--- src/rtl/ovld_pkg.sv ---
package ovld_pkg;
  typedef enum logic [1:0] {
    FLD_IFS    = 2'd0,
    FLD_EOF    = 2'd1,
    FLD_ERRDLM = 2'd2,
    FLD_OVLDLM = 2'd3
  } fld_e;
endpackage

--- src/rtl/ovld_slot_decode.sv ---
// Combinational decode of the bit positions where a dominant sample
// calls for an overload frame.
module ovld_slot_decode #(
  parameter int IDX_W      = 3,
  parameter int IFS_CHECK  = 2,
  parameter int EOF_LAST   = 6,
  parameter int DELIM_LAST = 7
) (
  input  ovld_pkg::fld_e   fld,
  input  logic [IDX_W-1:0] idx,
  input  logic             rx_mode,
  output logic             slot_hit
);
  import ovld_pkg::*;

  logic [IFS_CHECK-1:0] ifs_pos;
  logic ifs_any, eof_hit, dlm_hit;

  // one comparator for each sensitive intermission bit
  for (genvar g = 0; g < IFS_CHECK; g++) begin : g_ifs
    assign ifs_pos[g] = (idx == IDX_W'(g));
  end

  assign ifs_any = |ifs_pos;
  assign eof_hit = (idx == IDX_W'(EOF_LAST)) && rx_mode;
  assign dlm_hit = (idx == IDX_W'(DELIM_LAST));

  always_comb begin
    unique case (fld)
      FLD_IFS:    slot_hit = ifs_any;
      FLD_EOF:    slot_hit = eof_hit;
      FLD_ERRDLM: slot_hit = dlm_hit;
      FLD_OVLDLM: slot_hit = dlm_hit;
      default:    slot_hit = 1'b0;
    endcase
  end
endmodule

--- src/rtl/ovld_req_reg.sv ---
// Qualifies the decoded slot with the strobe and a dominant level, then registers the result.
module ovld_req_reg (
  input  logic clk,
  input  logic rst,
  input  logic stb,
  input  logic bus_lvl,
  input  logic slot_hit,
  output logic req
);
  always_ff @(posedge clk) begin
    if (rst) req <= 1'b0;
    else     req <= stb & ~bus_lvl & slot_hit;
  end
endmodule

--- src/rtl/can_ovld_detect.sv ---
module can_ovld_detect #(
  parameter int IDX_W      = 3,
  parameter int IFS_CHECK  = 2,
  parameter int EOF_LAST   = 6,
  parameter int DELIM_LAST = 7
) (
  input  logic             clk,
  input  logic             rst,
  input  logic             smp_stb,
  input  logic             smp_bit,
  input  logic [1:0]       fld_sel,
  input  logic [IDX_W-1:0] bit_idx,
  input  logic             rx_mode,
  output logic             ovld_start
);
  import ovld_pkg::*;

  fld_e fld;
  logic hit;

  assign fld = fld_e'(fld_sel);

  ovld_slot_decode #(
    .IDX_W(IDX_W), .IFS_CHECK(IFS_CHECK),
    .EOF_LAST(EOF_LAST), .DELIM_LAST(DELIM_LAST)
  ) u_dec (
    .fld(fld), .idx(bit_idx), .rx_mode(rx_mode), .slot_hit(hit)
  );

  ovld_req_reg u_req (
    .clk(clk), .rst(rst), .stb(smp_stb), .bus_lvl(smp_bit),
    .slot_hit(hit), .req(ovld_start)
  );
endmodule

--- config.mk ---
export PLATFORM = sky130hd
export DESIGN_NAME = can_ovld_detect
export DESIGN_NICKNAME = d
export VERILOG_FILES = /design/src/rtl/ovld_pkg.sv /design/src/rtl/ovld_slot_decode.sv /design/src/rtl/ovld_req_reg.sv /design/src/rtl/can_ovld_detect.sv
export SDC_FILE = /design/constraint.sdc
export NUM_CORES = 1
export LEC_CHECK = 0
export ABC_CLOCK_PERIOD_IN_PS = 3000
export CORE_AREA = 2 2 39 41
export CTS_CLUSTER_DIAMETER = 30
export DETAILED_ROUTE_END_ITERATION = 10
export DIE_AREA = 0 0 41 43
export GPL_ROUTABILITY_DRIVEN = 1
export GPL_TIMING_DRIVEN = 0
export MAX_ROUTING_LAYER = met4
export PLACE_DENSITY_LB_ADDON = 0.3
export SLEW_MARGIN = 5
export SYNTH_ARGS = -nofsm -noshare
export SYNTH_HDL_FRONTEND = slang
export SYNTH_HIERARCHICAL = 1
export SYNTH_SLANG_ARGS = --single-unit
--- constraint.sdc ---
create_clock -name clk -period 3 [get_ports clk]
set_input_delay 0.9 -clock clk [delete_from_list [all_inputs] [get_ports clk]]
set_output_delay 0.9 -clock clk [all_outputs]
set_load 0.05 [all_outputs]
[Word-level counts from Yosys, hierarchy flattened]
Cells that the tools add are included.
Storage, ports and cells
  register bits after elaboration: 1
  output and inout port bits: 1
Cells by class
  bitwise operators: 3
  equal/unequal tests: 6
  reduce and logical (&&, ||, !) cells: 5
  muxes and demuxes: 1
Operator list (number)
  3-bit equality test, second input constant: 2
  2-bit equality test, second input constant: 2
  2-bit OR reduction: 2
  3-bit by 1-bit equality test with 1-bit output, second input constant: 1
  3-bit zero test: 1
  1-bit case mux with 3 select lines: 1
  1-bit AND: 2
  2-bit by 1-bit equality test with 1-bit output, second input constant: 1
  2-bit zero test: 1
  1-bit logical AND: 1
  1-bit NOT: 1

[Logic depth before layout (Yosys ltp)]
Gate-level depths: netlist (run 1).
  depth after elaboration: 4
  mapped depth: 3

[Modules after synthesis]
Netlist (run 1), hierarchy kept.
Modules (own cells, without submodules)
  ovld_slot_decode: times used 1, cells an instance 5, area each 41.3 um^2
  ovld_req_reg: times used 1, cells an instance 2, area each 32.5 um^2

[Least setup slack after synthesis (run 1)]
No wires, ideal clock.
  path kind: input to register
  start: input bit_idx[0]
  end: register u_req.req
  arrival: 1.740 ns
  library setup time: 0.060 ns
  stages on the path: 3
  path slack: 1.200 ns
  buffers on the path: 0
  path through: or4bb_1 > o211ai_2 > and4bb_2
Between the ends
  longest elaborated chain between the ends: 4
  elaborated cells on any way between the ends: 8
RTL lines
  from (decl): line can_ovld_detect.sv:12  | input logic [IDX_W-1:0] bit_idx,
  3-bit by 1-bit equality test with 1-bit output (tied with other cells): line ovld_slot_decode.sv:21  | assign ifs_pos[g] = (idx == IDX_W'(g));
  2-bit OR reduction / 1-bit logical AND (equally long branches): line ovld_slot_decode.sv:24, ovld_slot_decode.sv:25
  1-bit case mux with 3 select lines (*): line ovld_slot_decode.sv:29  | unique case (fld)
  named net hit: line can_ovld_detect.sv:19  | logic hit;
  1-bit AND (*): line ovld_req_reg.sv:12  | else req <= stb & ~bus_lvl & slot_hit;
  to (signal assigned): line ovld_req_reg.sv:12
  to (decl): line ovld_req_reg.sv:8  | output logic req
The timed path passes the listed nets; every way through them passes the cells marked *.
A chain may end at the register's enable or synchronous reset.

[Worst setup path in the final report (run 1)]
  start: input fld_sel[0]
  end: register u_req.req
Between the ends
  longest elaborated chain between the ends: 4
  elaborated cells on any way between the ends: 7
RTL lines
  from (decl): line can_ovld_detect.sv:11  | input logic [1:0] fld_sel,
  2-bit equality test: line ovld_slot_decode.sv:29
  2-bit OR reduction (no line)
  1-bit case mux with 3 select lines (*): line ovld_slot_decode.sv:29
  named net hit: line can_ovld_detect.sv:19
  1-bit AND (*): line ovld_req_reg.sv:12
Marked as above.

==> run metrics, run 1 <==
Hold Fails Final Rpt=0; worst-path fanout max=2; Clock power frac=0%; Largest Register=u_req/req; grt total ovfl=0; first-pass GRT wire length=379 microns; Max VDD drop=0.0641 mV; Worst Tran Pin Value=0.485 ns; GRT Util Overall=2.97%; Post-Syn Instances=7; Boundary Pins=11; fraction of layout cells with a size suffix above 1=11.8%; row cnt=14; status=finished clean; normalized max-slew margin=67.6%; maximum clock rate=0.440 GHz; fin cells=33; Power Dens Cells=155 mW/mm^2; sequential cell area fraction in the yosys report=27.1%; number of library cell types mapped by synthesis=7; DR iter-0 viols=0; setup TNS=0 ns; Final Critical Period=2.27 ns; die width=41 microns; largest net degree at the start of global routing=4; fin nets=29; starting density of the core=5.33%; vias in the first global route=102; final core occ=14.0%; switch share=13.5%; design area=194 sq um; top flop regs=u_req/req (1); Inserted Diodes=0; YS warnings=6; # placed instances=33; hold path cells=2; mean post-synth cell area=10.5 sq um; Post-CTS Setup Bufs=0; post-synthesis cell area=73.8 sq um; die height=43 microns; worst hold path class=in2reg; max cap viols=0; Placed Area=194 sq um; Worst Setup End Kind=flip-flop; aggregate routed wire length=247 microns; Setup CP Type=in2reg; drt first pass iters=1; Hold Buf Count CTS=0; Pint=0.0260 mW; Switch Pwr=0.00405 mW; Residual DRC=0; Leakage=0.0650 nW; crit path launch=fld_sel[0]; IO Port Bufs=10; CORE AREA=0.00138 sq mm; Req. time, crit path=2.94 ns; Layout area overhead=163%; max reg flops=1; Via density=3.15; Setup Viol. Count Final=0; period utilization=75.7%; post-CTS sizing=0; most common cell after layout, fill and taps aside=clkdlybuf4s50_1; RSZ-0062 raised after global routing=false; max-slew violations=0; Final ANT Viol Nets=0; combinational group share of total power=54.1%; placer congestion estimate=0.568; CP startpoint kind=input port; Routed wire per std cell=7.48 microns; antenna violations before repair=0; Critical Path End=u_req/req; Seq pwr share=45.9%; syn nets=17; worst path arrival time=2.21 ns; die area=0.00176 sq mm; Worst-path clk slew=0 ns; routed vias=104; FF+latch count, synth=1
power groups by stage:
stage                     clock network (mW)  logic, mW  registers [mW]
after floorplan                            0    0.00263          0.0144
after global placement                     0     0.0158          0.0138
after detailed placement                   0     0.0164          0.0138
after CTS                                  0     0.0165          0.0138
after global routing                       0     0.0176          0.0138
final                                      0     0.0162          0.0138
cell families after synthesis:
logic type,synth area share [%]
AOI/OAI and AO/OA,16.9
DFF,27.1
and+or+nand+nor,55.9
how the worst min path moves through the flow:
stage | from | end | slack, ns
CTS | smp_stb | u_req/req | 1.57
global placement | smp_stb | u_req/req | 1.57
floorplan | smp_stb | u_req/req | 1.13
finish | smp_stb | u_req/req | 1.57
global route | smp_stb | u_req/req | 1.59
detailed placement | smp_stb | u_req/req | 1.57
Yosys cell counts:
library cell | number | area, sq um
nand2_1 | 1 | 3.75
or4_1 | 1 | 7.51
dfxtp_1 | 1 | 20.0
o211ai_2 | 1 | 12.5
and4bb_2 | 1 | 12.5
nand4_1 | 1 | 6.26
or4bb_1 | 1 | 11.3
through the flow:
stage               hold WS [ns]  power, mW  setup WS, ns
floorplan                   1.13     0.0170          1.20
global placement            1.57     0.0296         0.746
detailed placement          1.57     0.0302         0.713
CTS                         1.57     0.0303         0.713
global route                1.59     0.0314         0.676
finish                      1.57     0.0301         0.729
routing by layer:
metal  wire length (microns)  GRT usage [%]  share of wire [%]
met4                       0              0                  0
met3                      43              0                 17
met1                     133           5.71                 54
met2                      70           3.44                 28
met5                       0              -                  0
worst max-delay path: stages:
cell and delay, ns:
clkdlybuf4s50_1 0.46, or4bb_1 0.49, o211ai_2 0.14, and4bb_2 0.22
cell type report:
type                       instances  area, sq um
fill                             151         1190
timing repair buffer              10          100
multi-input combinational          6         53.8
sequential                         1         20.0
tap                               16         20.0
Note: power is estimated with default switching activity, not from simulation.
==> inputs of run 2 (changes only) <==
- ABC_CLOCK_PERIOD_IN_PS: 3000 -> 2000
- clock period: 3 -> 2 ns (I/O delays scaled with it)
==> run 2 against run 1 <==
  * Total power is 50% higher
  * First-iteration DRC count stayed put
  * Global-route usage stayed put
  * Hold slack worse by 0.44 ns
  * Cell count stayed put
  * Sequential cell count stayed put
  * Setup slack worse by 0.69 ns
  * Critical path depth stayed put
  * Design area is 5.8% higher
  * Sequential share of layout area is 0.57 points lower
  * Routed wire length is 8.5% higher
  * Sequential power is 50% higher
==> run metrics, run 2 (same netlist as run 1, synthesis figures left out) <==
status=finished clean; Residual DRC=0 (unchanged); worst-path fanout max=3 (+1); Leakage=0.0938 nW (+44%); worst hold path class=in2reg; GRT Util Overall=2.97% (unchanged); normalized max-slew margin=67.6% (unchanged); fin nets=29 (unchanged); fraction of layout cells with a size suffix above 1=17.6% (+5.9 points); CP startpoint kind=input port; Switch Pwr=0.00660 mW (+63%); combinational group share of total power=54.1% (about the same); placer congestion estimate=0.568 (unchanged); Via density=3.09 (-1.9%); aggregate routed wire length=268 microns (+8.5%); Worst Setup End Kind=flip-flop; Boundary Pins=11 (unchanged); top flop regs=u_req/req (1); die width=41 microns (unchanged); Worst-path clk slew=0 ns (unchanged); pre-CTS WS=0.0128 ns (-0.700 ns); switch share=14.6% (+1.2 points); DR iter-0 viols=0 (unchanged); IO Port Bufs=10 (unchanged); Final Critical Period=1.96 ns; drt first pass iters=1 (unchanged); vias in the first global route=102 (unchanged); antenna violations before repair=0 (unchanged); most common cell after layout, fill and taps aside=clkdlybuf4s50_1; CP top delay family=simple AND/OR/NAND/NOR gates; Seq pwr share=45.9% (about the same); WL met2=85 microns (+21%); Post-CTS Setup Bufs=0 (unchanged); max-slew violations=0 (unchanged); CORE AREA=0.00138 sq mm (unchanged); worst-path cell chain=clkdlybuf4s50_1 -> or4_4 -> o211ai_2 -> and4bb_2; period utilization=98.1%; met3 wire len=43 microns (unchanged); largest net degree at the start of global routing=4 (unchanged); Routed wire per std cell=8.12 microns (+8.5%); Max VDD drop=0.0921 mV (+44%); Max stage delay cell, worst path=or4_4; Layout area overhead=178%; CP Buf/Inv Count=1 (unchanged); Setup Viol. Count Final=0 (unchanged); Inserted Diodes=0 (unchanged); largest stage delay on the critical path=0.55 ns (+0.06 ns); max reg flops=1 (unchanged); final total power=0.0451 mW (+50%); worst path arrival time=1.90 ns (-0.31 ns); Clock power frac=0% (unchanged); Final ANT Viol Nets=0 (unchanged); routed vias=102 (-1.9%); final core occ=14.8% (+0.81 points); Fill cells=153 (+1.3%); die height=43 microns (unchanged); die area=0.00176 sq mm (unchanged); Setup CP Type=in2reg; row cnt=14 (unchanged); Pint=0.0385 mW (+48%); DR top layer=met3; starting density of the core=5.33% (unchanged); most frequent cells in the layout=7 x clkdlybuf4s50_1, 3 x dlymetal6s2s_1; max cap viols=0 (unchanged); Power Dens Cells=220 mW/mm^2 (+42%); Largest Register=u_req/req; Req. time, crit path=1.94 ns (-1.00 ns); DRT met1 WL=140 microns (+5.3%); final setup margin=0.0382 ns (-0.691 ns); grt total ovfl=0 (unchanged); Worst Tran Pin Value=0.485 ns (unchanged); maximum clock rate=0.510 GHz; first-pass GRT wire length=379 microns (unchanged); Hold Fails Final Rpt=0 (unchanged)
[run 2: changes by cell type in the layout (fill, tap and decap cells not counted)]
| cell | previous run | this run |
|---|---|---|
| clkdlybuf4s50_1 | 10 | 7 |
| dlymetal6s2s_1 | 0 | 3 |
| or4_1 | 1 | 0 |
| or4_4 | 0 | 1 |
[run 2: path summary, 6_finish.rpt]
check | to | from | slack [ns] | cells past startpoint
max | u_req/req | bit_idx[2] | 0.04 | 4
min | u_req/req | bit_idx[0] | 1.13 | 4
[run 2: power groups by stage]
stage / registers [mW] / logic, mW / clock network [mW]
finish: 0.0207 / 0.0244 / 0
global route: 0.0207 / 0.0265 / 0
CTS: 0.0207 / 0.0247 / 0
detailed placement: 0.0207 / 0.0246 / 0
global placement: 0.0207 / 0.0238 / 0
floorplan: 0.0216 / 0.00394 / 0
[run 2: final cells by class]
| cell class | instances | area, sq um | area share [%] |
|---|---|---|---|
| multi-input cells | 6 | 57.6 | 28.0 |
| flip-flops and latches | 1 | 20.0 | 9.76 |
| well taps | 16 | 20.0 | 9.76 |
| repair buffers | 10 | 108 | 52.4 |
[run 2: stage by stage]
stage,setup TNS [ns],cells,hold slack (ns),area (sq um)
6_report,0,33,1.13,205
5_1_grt,-0.00584,33,1.17,205
3_3_place_gp,0,33,1.27,194
4_1_cts,0,33,1.27,194
2_1_floorplan,0,7,0.826,73.8
3_5_place_dp,0,33,1.27,194
[run 2: metal layers]
layer  vias up  GRT usage [%]
li1         51              -
met1        40           5.71
met2        11           3.44
met3         0              0
met4         0              0
met5         -              -
[run 2: tightest hold or removal path: stages]
cell and delay (ns):
dlymetal6s2s_1 0.10, nand4_1 0.11, o211ai_2 0.07, and4bb_2 0.21
[run 2: repair_timing]
| item | in CTS | in global routing |
|---|---|---|
| resized for setup | 0 | 4 |
| hold endpoints to repair | 0 | 0 |
| setup endpoints to repair | 0 | 1 |
| hold buffers | 0 | 0 |
